$ cat src/rtl/bus_xcvr_pkg.sv
package bus_xcvr_pkg;
    typedef enum logic {
        EDGE_WAIT_LOW = 1'b0,
        EDGE_ARMED    = 1'b1
    } edge_state_t;

    localparam int DIR_AB = 0;
    localparam int DIR_BA = 1;
    localparam int N_DIR  = 2;
endpackage

$ cat src/rtl/bus_xcvr_edge_fsm.sv
module bus_xcvr_edge_fsm
    import bus_xcvr_pkg::*;
(
    input  logic clk,
    input  logic rst,
    input  logic cap,
    output logic load
);
    edge_state_t state_q, state_d;

    always_ff @(posedge clk) begin
        if (rst) state_q <= EDGE_WAIT_LOW;
        else     state_q <= state_d;
    end

    always_comb begin
        state_d = state_q;
        unique case (state_q)
            EDGE_WAIT_LOW: if (!cap) state_d = EDGE_ARMED;
            EDGE_ARMED:    if (cap)  state_d = EDGE_WAIT_LOW;
            default:       state_d = EDGE_WAIT_LOW;
        endcase
    end

    always_comb begin
        load = 1'b0;
        unique case (state_q)
            EDGE_ARMED:    load = cap;
            EDGE_WAIT_LOW: load = 1'b0;
            default:       load = 1'b0;
        endcase
    end

    // a held-high capture input never fires twice in a row
    assert_single_load_R2: assert property (@(posedge clk) disable iff (rst)
        load |=> !load);
endmodule

$ cat src/rtl/bus_xcvr_hold_reg.sv
module bus_xcvr_hold_reg #(
    parameter int WIDTH = 8
) (
    input  logic             clk,
    input  logic             rst,
    input  logic             load,
    input  logic [WIDTH-1:0] d,
    output logic [WIDTH-1:0] q
);
    always_ff @(posedge clk) begin
        if (rst)       q <= '0;
        else if (load) q <= d;
    end

    assert_load_captures_R3: assert property (@(posedge clk) disable iff (rst)
        load |=> (q == $past(d)));

    assert_hold_when_idle_R10: assert property (@(posedge clk) disable iff (rst)
        !load |=> $stable(q));
endmodule

$ cat src/rtl/bus_xcvr_route.sv
module bus_xcvr_route #(
    parameter int WIDTH = 8
) (
    input  logic [WIDTH-1:0] a_in,
    input  logic [WIDTH-1:0] b_in,
    input  logic [WIDTH-1:0] q_ab,
    input  logic [WIDTH-1:0] q_ba,
    input  logic             sel_ab,
    input  logic             sel_ba,
    input  logic             en_ab,
    input  logic             en_ba_n,
    output logic [WIDTH-1:0] a_out,
    output logic             a_oe,
    output logic [WIDTH-1:0] b_out,
    output logic             b_oe,
    output logic             loop_err
);
    logic a_req, b_req;

    always_comb begin
        a_req    = !en_ba_n;
        b_req    = en_ab;
        loop_err = a_req && b_req && !sel_ab && !sel_ba;
        b_out    = sel_ab ? q_ab : a_in;
        a_out    = sel_ba ? q_ba : b_in;
        b_oe     = b_req && !loop_err;
        a_oe     = a_req && !loop_err;
    end
endmodule

$ cat src/rtl/bus_xcvr_reg.sv
module bus_xcvr_reg
    import bus_xcvr_pkg::*;
#(
    parameter int WIDTH = 8
) (
    input  logic             clk,
    input  logic             rst,
    input  logic [WIDTH-1:0] a_in,
    input  logic [WIDTH-1:0] b_in,
    input  logic             cap_ab,
    input  logic             cap_ba,
    input  logic             sel_ab,
    input  logic             sel_ba,
    input  logic             en_ab,
    input  logic             en_ba_n,
    output logic [WIDTH-1:0] a_out,
    output logic             a_oe,
    output logic [WIDTH-1:0] b_out,
    output logic             b_oe,
    output logic             loop_err
);
    logic [N_DIR-1:0]            cap_vec;
    logic [N_DIR-1:0]            load_vec;
    logic [N_DIR-1:0][WIDTH-1:0] d_vec;
    logic [N_DIR-1:0][WIDTH-1:0] q_vec;

    assign cap_vec[DIR_AB] = cap_ab;
    assign cap_vec[DIR_BA] = cap_ba;
    assign d_vec[DIR_AB]   = a_in;
    assign d_vec[DIR_BA]   = b_in;

    for (genvar g = 0; g < N_DIR; g++) begin : g_dir
        bus_xcvr_edge_fsm u_edge (
            .clk  (clk),
            .rst  (rst),
            .cap  (cap_vec[g]),
            .load (load_vec[g])
        );
        bus_xcvr_hold_reg #(.WIDTH(WIDTH)) u_hold (
            .clk  (clk),
            .rst  (rst),
            .load (load_vec[g]),
            .d    (d_vec[g]),
            .q    (q_vec[g])
        );
    end

    bus_xcvr_route #(.WIDTH(WIDTH)) u_route (
        .a_in     (a_in),
        .b_in     (b_in),
        .q_ab     (q_vec[DIR_AB]),
        .q_ba     (q_vec[DIR_BA]),
        .sel_ab   (sel_ab),
        .sel_ba   (sel_ba),
        .en_ab    (en_ab),
        .en_ba_n  (en_ba_n),
        .a_out    (a_out),
        .a_oe     (a_oe),
        .b_out    (b_out),
        .b_oe     (b_oe),
        .loop_err (loop_err)
    );

    assert_loop_disables_R7: assert property (@(posedge clk) disable iff (rst)
        loop_err |-> (!a_oe && !b_oe));

    assert_b_enable_polarity_R6: assert property (@(posedge clk) disable iff (rst)
        b_oe |-> en_ab);

    assert_a_enable_polarity_R6: assert property (@(posedge clk) disable iff (rst)
        a_oe |-> !en_ba_n);
endmodule

$ cat config.mk
export PLATFORM = sky130hd
export DESIGN_NAME = bus_xcvr_reg
export DESIGN_NICKNAME = d
export VERILOG_FILES = /design/src/rtl/bus_xcvr_pkg.sv /design/src/rtl/bus_xcvr_edge_fsm.sv /design/src/rtl/bus_xcvr_hold_reg.sv /design/src/rtl/bus_xcvr_route.sv /design/src/rtl/bus_xcvr_reg.sv
export SDC_FILE = /design/constraint.sdc
export NUM_CORES = 1
export LEC_CHECK = 0
export ABC_AREA = 1
export BUFFER_PORTS_ARGS = -buffer_cell sky130_fd_sc_hd__buf_2
export CORE_ASPECT_RATIO = 0.7
export CORE_UTILIZATION = 45
export CTS_CLUSTER_DIAMETER = 200
export CTS_CLUSTER_SIZE = 24
export DETAILED_ROUTE_END_ITERATION = 10
export PLACE_DENSITY = 0.81
export SLEW_MARGIN = 20
export SYNTH_ARGS = -nofsm -noshare
export SYNTH_HDL_FRONTEND = slang
export SYNTH_SLANG_ARGS = --single-unit
$ cat constraint.sdc
create_clock -name clk -period 1.4 [get_ports clk]
set_input_delay 0.28 -clock clk [delete_from_list [all_inputs] [get_ports clk]]
set_output_delay 0.28 -clock clk [all_outputs]
set_load 0.02 [all_outputs]
==> results.sh, run 1 <==
export IMPL_r2r_start="g_dir[0].u_edge.state_q"
export IMPL_start_util_pct=48.5
export IMPL_clk_latency_ns=0.29
export IMPL_synth_area_top_cells="dfxtp_1, nor2_1, nand2_1"
export IMPL_grt_start_max_net_pins=20
export IMPL_synth_top_family_by_area="simple AND/OR/NAND/NOR gates"
export IMPL_first_iter_violations=35
export IMPL_portBuffers=42
export IMPL_cts_tree="yes"
export IMPL_syn_avg_cell_area_um2=6.19
export IMPL_timing_critical_path_required_ns=1.12
export IMPL_gp_congestion=0.718
export IMPL_cts_buffer_depth=2
export IMPL_drt_total_wl_um=1880
export IMPL_cp_max_fo=2
export IMPL_ir_worst_vdd_v=0.000891
export IMPL_synth_top_area_share_pct=39.3
export IMPL_worstSetupEndpointType="primary output"
export IMPL_fillCellCount=174
export IMPL_post_route_period_util_pct=92.6
export IMPL_cts_root_buf="clkbuf_4"
export IMPL_dr_pass1_iters=4
export IMPL_setup_viol=0
export IMPL_ys_ff_latch=18
export IMPL_synth_xor_area_share_pct=0
export IMPL_fin_tns_setup_ns=0
export IMPL_period_needed_ns=1.30
export IMPL_whs_path_depth=2
export IMPL_ant_nets=0
export IMPL_path_cells="inv_1 > o21ai_0 > buf_2"
export IMPL_hold_end="g_dir[0].u_edge.state_q"
export IMPL_synth_adder_area_share_pct=0
export IMPL_tightest_slew_ns=0.311
export IMPL_n_antenna_cell=0
export IMPL_numCtsBuffers=3
export IMPL_power_density_nw_per_um2=982
export IMPL_io_pin_count=43
export IMPL_cpPeakStageDelay_ns=0.33
export IMPL_p_leak_uw=0.000660
export IMPL_cts_sinks=18
export IMPL_slew_viol_final=0
export IMPL_outcome="complete, no violations"
export IMPL_antenna_found_initial=0
export IMPL_num_rows=13
export IMPL_start_kind="flip-flop"
export IMPL_hp_start="cap_ab"
export IMPL_worstSetupPathType="reg2out"
export IMPL_synth_fp_nets=172
export IMPL_route_detailed_drc=0
export IMPL_die_w_um=55.9
export IMPL_timing_fmax_ghz=0.771
export IMPL_drive_above_1_share_pct=27.1
export IMPL_rsz0062_at_grt="no"
export IMPL_netlist_area_um2=916
export IMPL_stdcell_count=210
export IMPL_syn_instance_count=148
export IMPL_cts_setup_buffers=0
export IMPL_ys_types=13
export IMPL_p_total_uw=1120
export IMPL_grt_pass1_wl_um=2980
export IMPL_max_cap_violations=0
export IMPL_core_um2=1890
export IMPL_r2r_end="g_dir[0].u_hold.q[3]"
export IMPL_die_area_um2=2220
export IMPL_grt_pass1_vias=771
export IMPL_clock_skew_ns=0.00370
export IMPL_cts_resized=0
export IMPL_synthToLayoutAreaGrowth_pct=24.0
export IMPL_hold_buffers=0
export IMPL_via_per_inst=4.59
export IMPL_synth_area_mux_share_pct=0
export IMPL_reg2reg_slack_ns=0.53
export IMPL_nNetsFinal=213
export IMPL_cp_slowest_cell="dfxtp_1"
export IMPL_grt_overflow=0
export IMPL_slew_headroom_pct=79.3
export IMPL_htreeDepth=1
export IMPL_yosysSeqAreaShare_pct=39.3
export IMPL_cp_arrival_ns=1.02
export IMPL_reg2regPathDepth=4
export IMPL_dp_final_hpwl_um=1420
export IMPL_fp_dieH_um=39.7
export IMPL_synth_area_leader_cell="dfxtp_1"
export IMPL_hold_slack_ns=0.153
export IMPL_hp_class="in2reg"
export IMPL_avgRoutedWirePerCell_um=8.94
export IMPL_synth_compound_area_share_pct=10.1
export IMPL_synth_warnings=0
export IMPL_synth_simple_area_share_pct=37.3
export IMPL_grtUsageTotal_pct=17.7
export IMPL_hold_viol=0
export IMPL_vias=963
export IMPL_clk_pin_slew_ns=0.10
export IMPL_dp_cells=206
[through the flow]
stage               instance area (um2)  worst slack [ns]  util [%]
global placement                   1100             0.175      58.3
detailed placement                 1100             0.154      58.3
CTS                                1140            0.0969      60.2
floorplan                           916             0.157         -
finish                             1140             0.103      60.2
global route                       1140           0.00727      60.2
[worst max-delay path: cells and delay by family (launching register included)]
family,cells,cell delay (ns)
buffers and inverters,2,0.24
DFF,1,0.33
AOI/OAI and AO/OA,1,0.15
[synthesized netlist by cell type]
cell and n:
nand2_2 2, buf_4 2, dfxtp_1 18, buf_6 3, nand2_1 41, buf_2 1
inv_1 16, a21boi_0 1, o21ai_0 8, inv_2 2, nor3_2 1, a21oi_1 9
nor2_1 44
[cell type report]
cell class / instances / area (um2) / area share (%)
well taps: 22 / 27.5 / 2.42
flip-flops and latches: 18 / 360 / 31.7
repair buffers: 42 / 210 / 18.5
clock buffers: 4 / 36.3 / 3.19
multi-input cells: 106 / 434 / 38.2
inverters: 18 / 67.6 / 5.95
[layout by cell type, fill, tap and decap left out]
cell type / synthesis / final
buf_2: 1 / 42
nand2_1: 41 / 41
a21boi_0: 1 / 1
nand2_2: 2 / 2
nor2_1: 44 / 44
clkbuf_4: 0 / 3
clkbuf_8: 0 / 1
nor3_2: 1 / 1
inv_1: 16 / 16
o21ai_0: 8 / 8
a21oi_1: 9 / 9
dfxtp_1: 18 / 18
inv_2: 2 / 2
[worst max path at each step]
| stage | from | endpoint | slack [ns] |
|---|---|---|---|
| after detailed placement | sel_ba | b_oe | 0.15 |
| after global routing | g_dir[0].u_hold.q[2] | b_out[2] | 0.007 |
| after floorplan | sel_ab | b_out[0] | 0.16 |
| final | g_dir[0].u_hold.q[0] | b_out[0] | 0.10 |
| after CTS | g_dir[0].u_hold.q[2] | b_out[2] | 0.1 |
| after global placement | sel_ba | b_oe | 0.18 |
[cells by family after synthesis]
logic type | after synthesis
AO/OA/AOI/OAI | 18
buffers and inverters | 24
flip-flops | 18
AND/OR/NAND/NOR | 88
[metal layers]
metal  up-vias  share of wire [%]  track usage [%]
met5         -                  0                0
met4         0                  0             4.88
met3         0                6.0             6.93
met2        27                 51             34.0
met1       416                 43             18.8
li1        520                  -                -
[where the power goes]
part	switching, uW	internal (uW)
combinational	161	88.8
sequential	6.54	539
clock	162	159
[flip-flops by register name (all words and copies together), names as in the netlist]
name / flops
g_dir.u_edge.state_q: 2
g_dir.u_hold.q: 16
Note: power is estimated with default switching activity, not from simulation.
==> run 2: changes to the inputs <==
--- a/config.mk
+++ b/config.mk
@@ -5,14 +5,14 @@
 export SDC_FILE = /design/constraint.sdc
 export NUM_CORES = 1
 export LEC_CHECK = 0
-export ABC_AREA = 1
 export BUFFER_PORTS_ARGS = -buffer_cell sky130_fd_sc_hd__buf_2
 export CORE_ASPECT_RATIO = 0.7
 export CORE_UTILIZATION = 45
 export CTS_CLUSTER_DIAMETER = 200
 export CTS_CLUSTER_SIZE = 24
 export DETAILED_ROUTE_END_ITERATION = 10
-export PLACE_DENSITY = 0.81
+export GPL_ROUTABILITY_DRIVEN = 0
+export PLACE_DENSITY = 0.79
 export SLEW_MARGIN = 20
 export SYNTH_ARGS = -nofsm -noshare
 export SYNTH_HDL_FRONTEND = slang
==> results.sh, run 2 <==
export IMPL_avgRoutedWirePerCell_um=11.9
export IMPL_slew_viol_final=0
export IMPL_fin_area_um2=1200
export IMPL_ant_nets=0
export IMPL_grt_start_max_net_pins=19
export IMPL_die_area_um2=2460
export IMPL_ir_worst_vdd_v=0.000605
export IMPL_cts_resized=0
export IMPL_path_cells="mux2_2 > buf_2"
export IMPL_path_depth=2
export IMPL_r2r_start="g_dir[0].u_edge.state_q"
export IMPL_die_w_um=58.9
export IMPL_synth_area_top_cells="dfxtp_1, mux2_2, a21bo_2"
export IMPL_hold_viol=0
export IMPL_p_comb_share_pct=20.7
export IMPL_htreeDepth=1
export IMPL_grt_pass1_vias=781
export IMPL_biggestRegsByFlops="g_dir.u_hold.q x16, g_dir.u_edge.state_q x2"
export IMPL_portBuffers=42
export IMPL_vias=859
export IMPL_cp_slowest_cell="dfxtp_1"
export IMPL_postLayoutSetupSlackWorst_ns=0.0825
export IMPL_num_rows=14
export IMPL_tightest_slew_ns=0.510
export IMPL_core_um2=2140
export IMPL_netlist_area_um2=1020
export IMPL_regMostFlops="g_dir.u_hold.q"
export IMPL_final_cell_mix="buf_2, dfxtp_1, mux2_2, nand3_1, a21oi_1"
export IMPL_p_sw_share_pct=27.3
export IMPL_cp_max_fo=2
export IMPL_max_cap_violations=0
export IMPL_place_area_um2=1160
export IMPL_outcome="complete, no violations"
export IMPL_rsz0062_at_grt="no"
export IMPL_synth_edf_count=0
export IMPL_dp_slack_ns=0.0886
export IMPL_p_total_uw=1090
export IMPL_yosysSeqAreaShare_pct=35.3
export IMPL_clk_latency_ns=0.28
export IMPL_cpPeakStageDelay_ns=0.33
export IMPL_hp_start="b_in[3]"
export IMPL_post_route_period_util_pct=94.1
export IMPL_grt_overflow=0
export IMPL_p_leak_uw=0.000531
export IMPL_regArea_um2=360
export IMPL_numCtsBuffers=3
export IMPL_slew_headroom_pct=65.9
export IMPL_largest_reg_flops=16
export IMPL_drive_above_1_share_pct=57.8
export IMPL_power_net_switching_uw=297
export IMPL_route_detailed_drc=0
export IMPL_syn_avg_cell_area_um2=10.1
export IMPL_multi_input_area_um2=549
export IMPL_synth_area_leader_cell="dfxtp_1"
export IMPL_async_flop_share_pct=0
export IMPL_cts_setup_buffers=0
export IMPL_cp_buffers_inverters=1
export IMPL_setup_viol=0
export IMPL_worstSetupPathType="reg2out"
export IMPL_synth_warnings=0
export IMPL_n_antenna_cell=0
export IMPL_reg2regPathDepth=2
export IMPL_synth_fp_nets=125
export IMPL_p_clk_share_pct=28.8
export IMPL_hp_class="in2reg"
export IMPL_power_density_nw_per_um2=909
export IMPL_fin_tns_setup_ns=0
export IMPL_hold_buffers=0
export IMPL_period_needed_ns=1.32
export IMPL_clock_skew_ns=0.00247
export IMPL_grtUsageTotal_pct=16.8
export IMPL_cts_sinks=18
export IMPL_first_iter_violations=18
export IMPL_stdcell_count=167
export IMPL_syn_instance_count=101
export IMPL_fillCellCount=206
export IMPL_dr_pass1_iters=4
export IMPL_via_per_inst=5.14
export IMPL_ys_types=15
export IMPL_synth_top_flop_cell="dfxtp_1"
export IMPL_p_int_uw=790
export IMPL_timing_fmax_ghz=0.759
export IMPL_yosysMostFrequentCell="dfxtp_1"
export IMPL_synth_common_cells="dfxtp_1, mux2_2, nand3_1"
export IMPL_ys_ff_latch=18
export IMPL_worstSetupEndpointType="primary output"
export IMPL_fp_dieH_um=41.8
export IMPL_nNetsFinal=160
export IMPL_cts_buffer_depth=2
export IMPL_cts_tree="yes"
export IMPL_clk_pin_slew_ns=0.10
export IMPL_cts_root_buf="clkbuf_4"
export IMPL_start_util_pct=47.7
export IMPL_crit_start="g_dir[1].u_hold.q[6]"
export IMPL_cp_arrival_ns=1.04
export IMPL_dp_final_hpwl_um=1470
export IMPL_dp_cells=163
export IMPL_io_pin_count=43
export IMPL_final_common_cell="buf_2"
export IMPL_start_kind="flip-flop"
export IMPL_grt_pass1_wl_um=3190
export IMPL_synth_top_area_share_pct=35.3
export IMPL_drt_total_wl_um=1980
export IMPL_antenna_found_initial=0
export IMPL_crit_family="flip-flops"
export IMPL_whs_path_depth=3
export IMPL_timing_critical_path_required_ns=1.12
export IMPL_synthToLayoutAreaGrowth_pct=17.3
export IMPL_seq_power_share_pct=50.5
-- run 2: changes by cell type in the layout (fill, tap and decap cells not counted), sizes merged, moves of 8 or more --
cell	delta
inv	-18
a21bo	+16
nand2	-43
a21oi	+8
mux2	+16
o21ai	-8
nand3	+16
nor2	-41
-- run 2: per-layer routing --
layer / GRT usage, % / routed length (um) / vias up
li1: - / - / 430
met1: 20.1 / 912 / 403
met2: 29.3 / 947 / 24
met3: 4.67 / 104 / 2
met4: 4.29 / 15 / 0
met5: 0 / 0 / -
-- run 2: worst reg2reg max path: stages (launching register included) --
cell and delay (ns):
dfxtp_1 0.65, a21bo_2 0.22, a21oi_1 0.06
-- run 2: cell families after synthesis --
family                 count (synthesis)  synth area share, %
AND/OR/NAND/NOR                       22                 10.7
buffers and inverters                 12                 10.8
multiplexers                          16                 17.7
AO/OA/AOI/OAI                         33                 25.5
flip-flops                            18                 35.3
-- run 2: worst paths after layout --
check	endpoint	slack (ns)
setup / recovery	a_out[6]	0.08
hold / removal	g_dir[1].u_hold.q[3]	0.24
setup reg to reg	g_dir[0].u_hold.q[4]	0.35
hold reg to reg	g_dir[0].u_hold.q[7]	0.58
-- run 2: cell type report --
| type | instances | share of cell area, % |
|---|---|---|
| clock buffer | 4 | 3.03 |
| multi-input combinational | 71 | 45.9 |
| sequential | 18 | 30.1 |
| tap | 32 | 3.35 |
| timing repair buffer | 42 | 17.6 |
-- run 2: through the flow --
stage | hold WS, ns | utilization, %
after CTS | 0.234 | 56.0
after global routing | 0.225 | 56.0
after floorplan | 0.427 | -
final | 0.239 | 56.0
after global placement | 0.541 | 54.3
after detailed placement | 0.551 | 54.3
-- run 2: power by group through the flow --
stage | logic, uW | clock network [uW] | registers, uW
detailed placement | 226 | 0 | 560
global route | 242 | 350 | 553
finish | 225 | 313 | 549
CTS | 227 | 323 | 549
floorplan | 185 | 0 | 547
global placement | 220 | 0 | 559
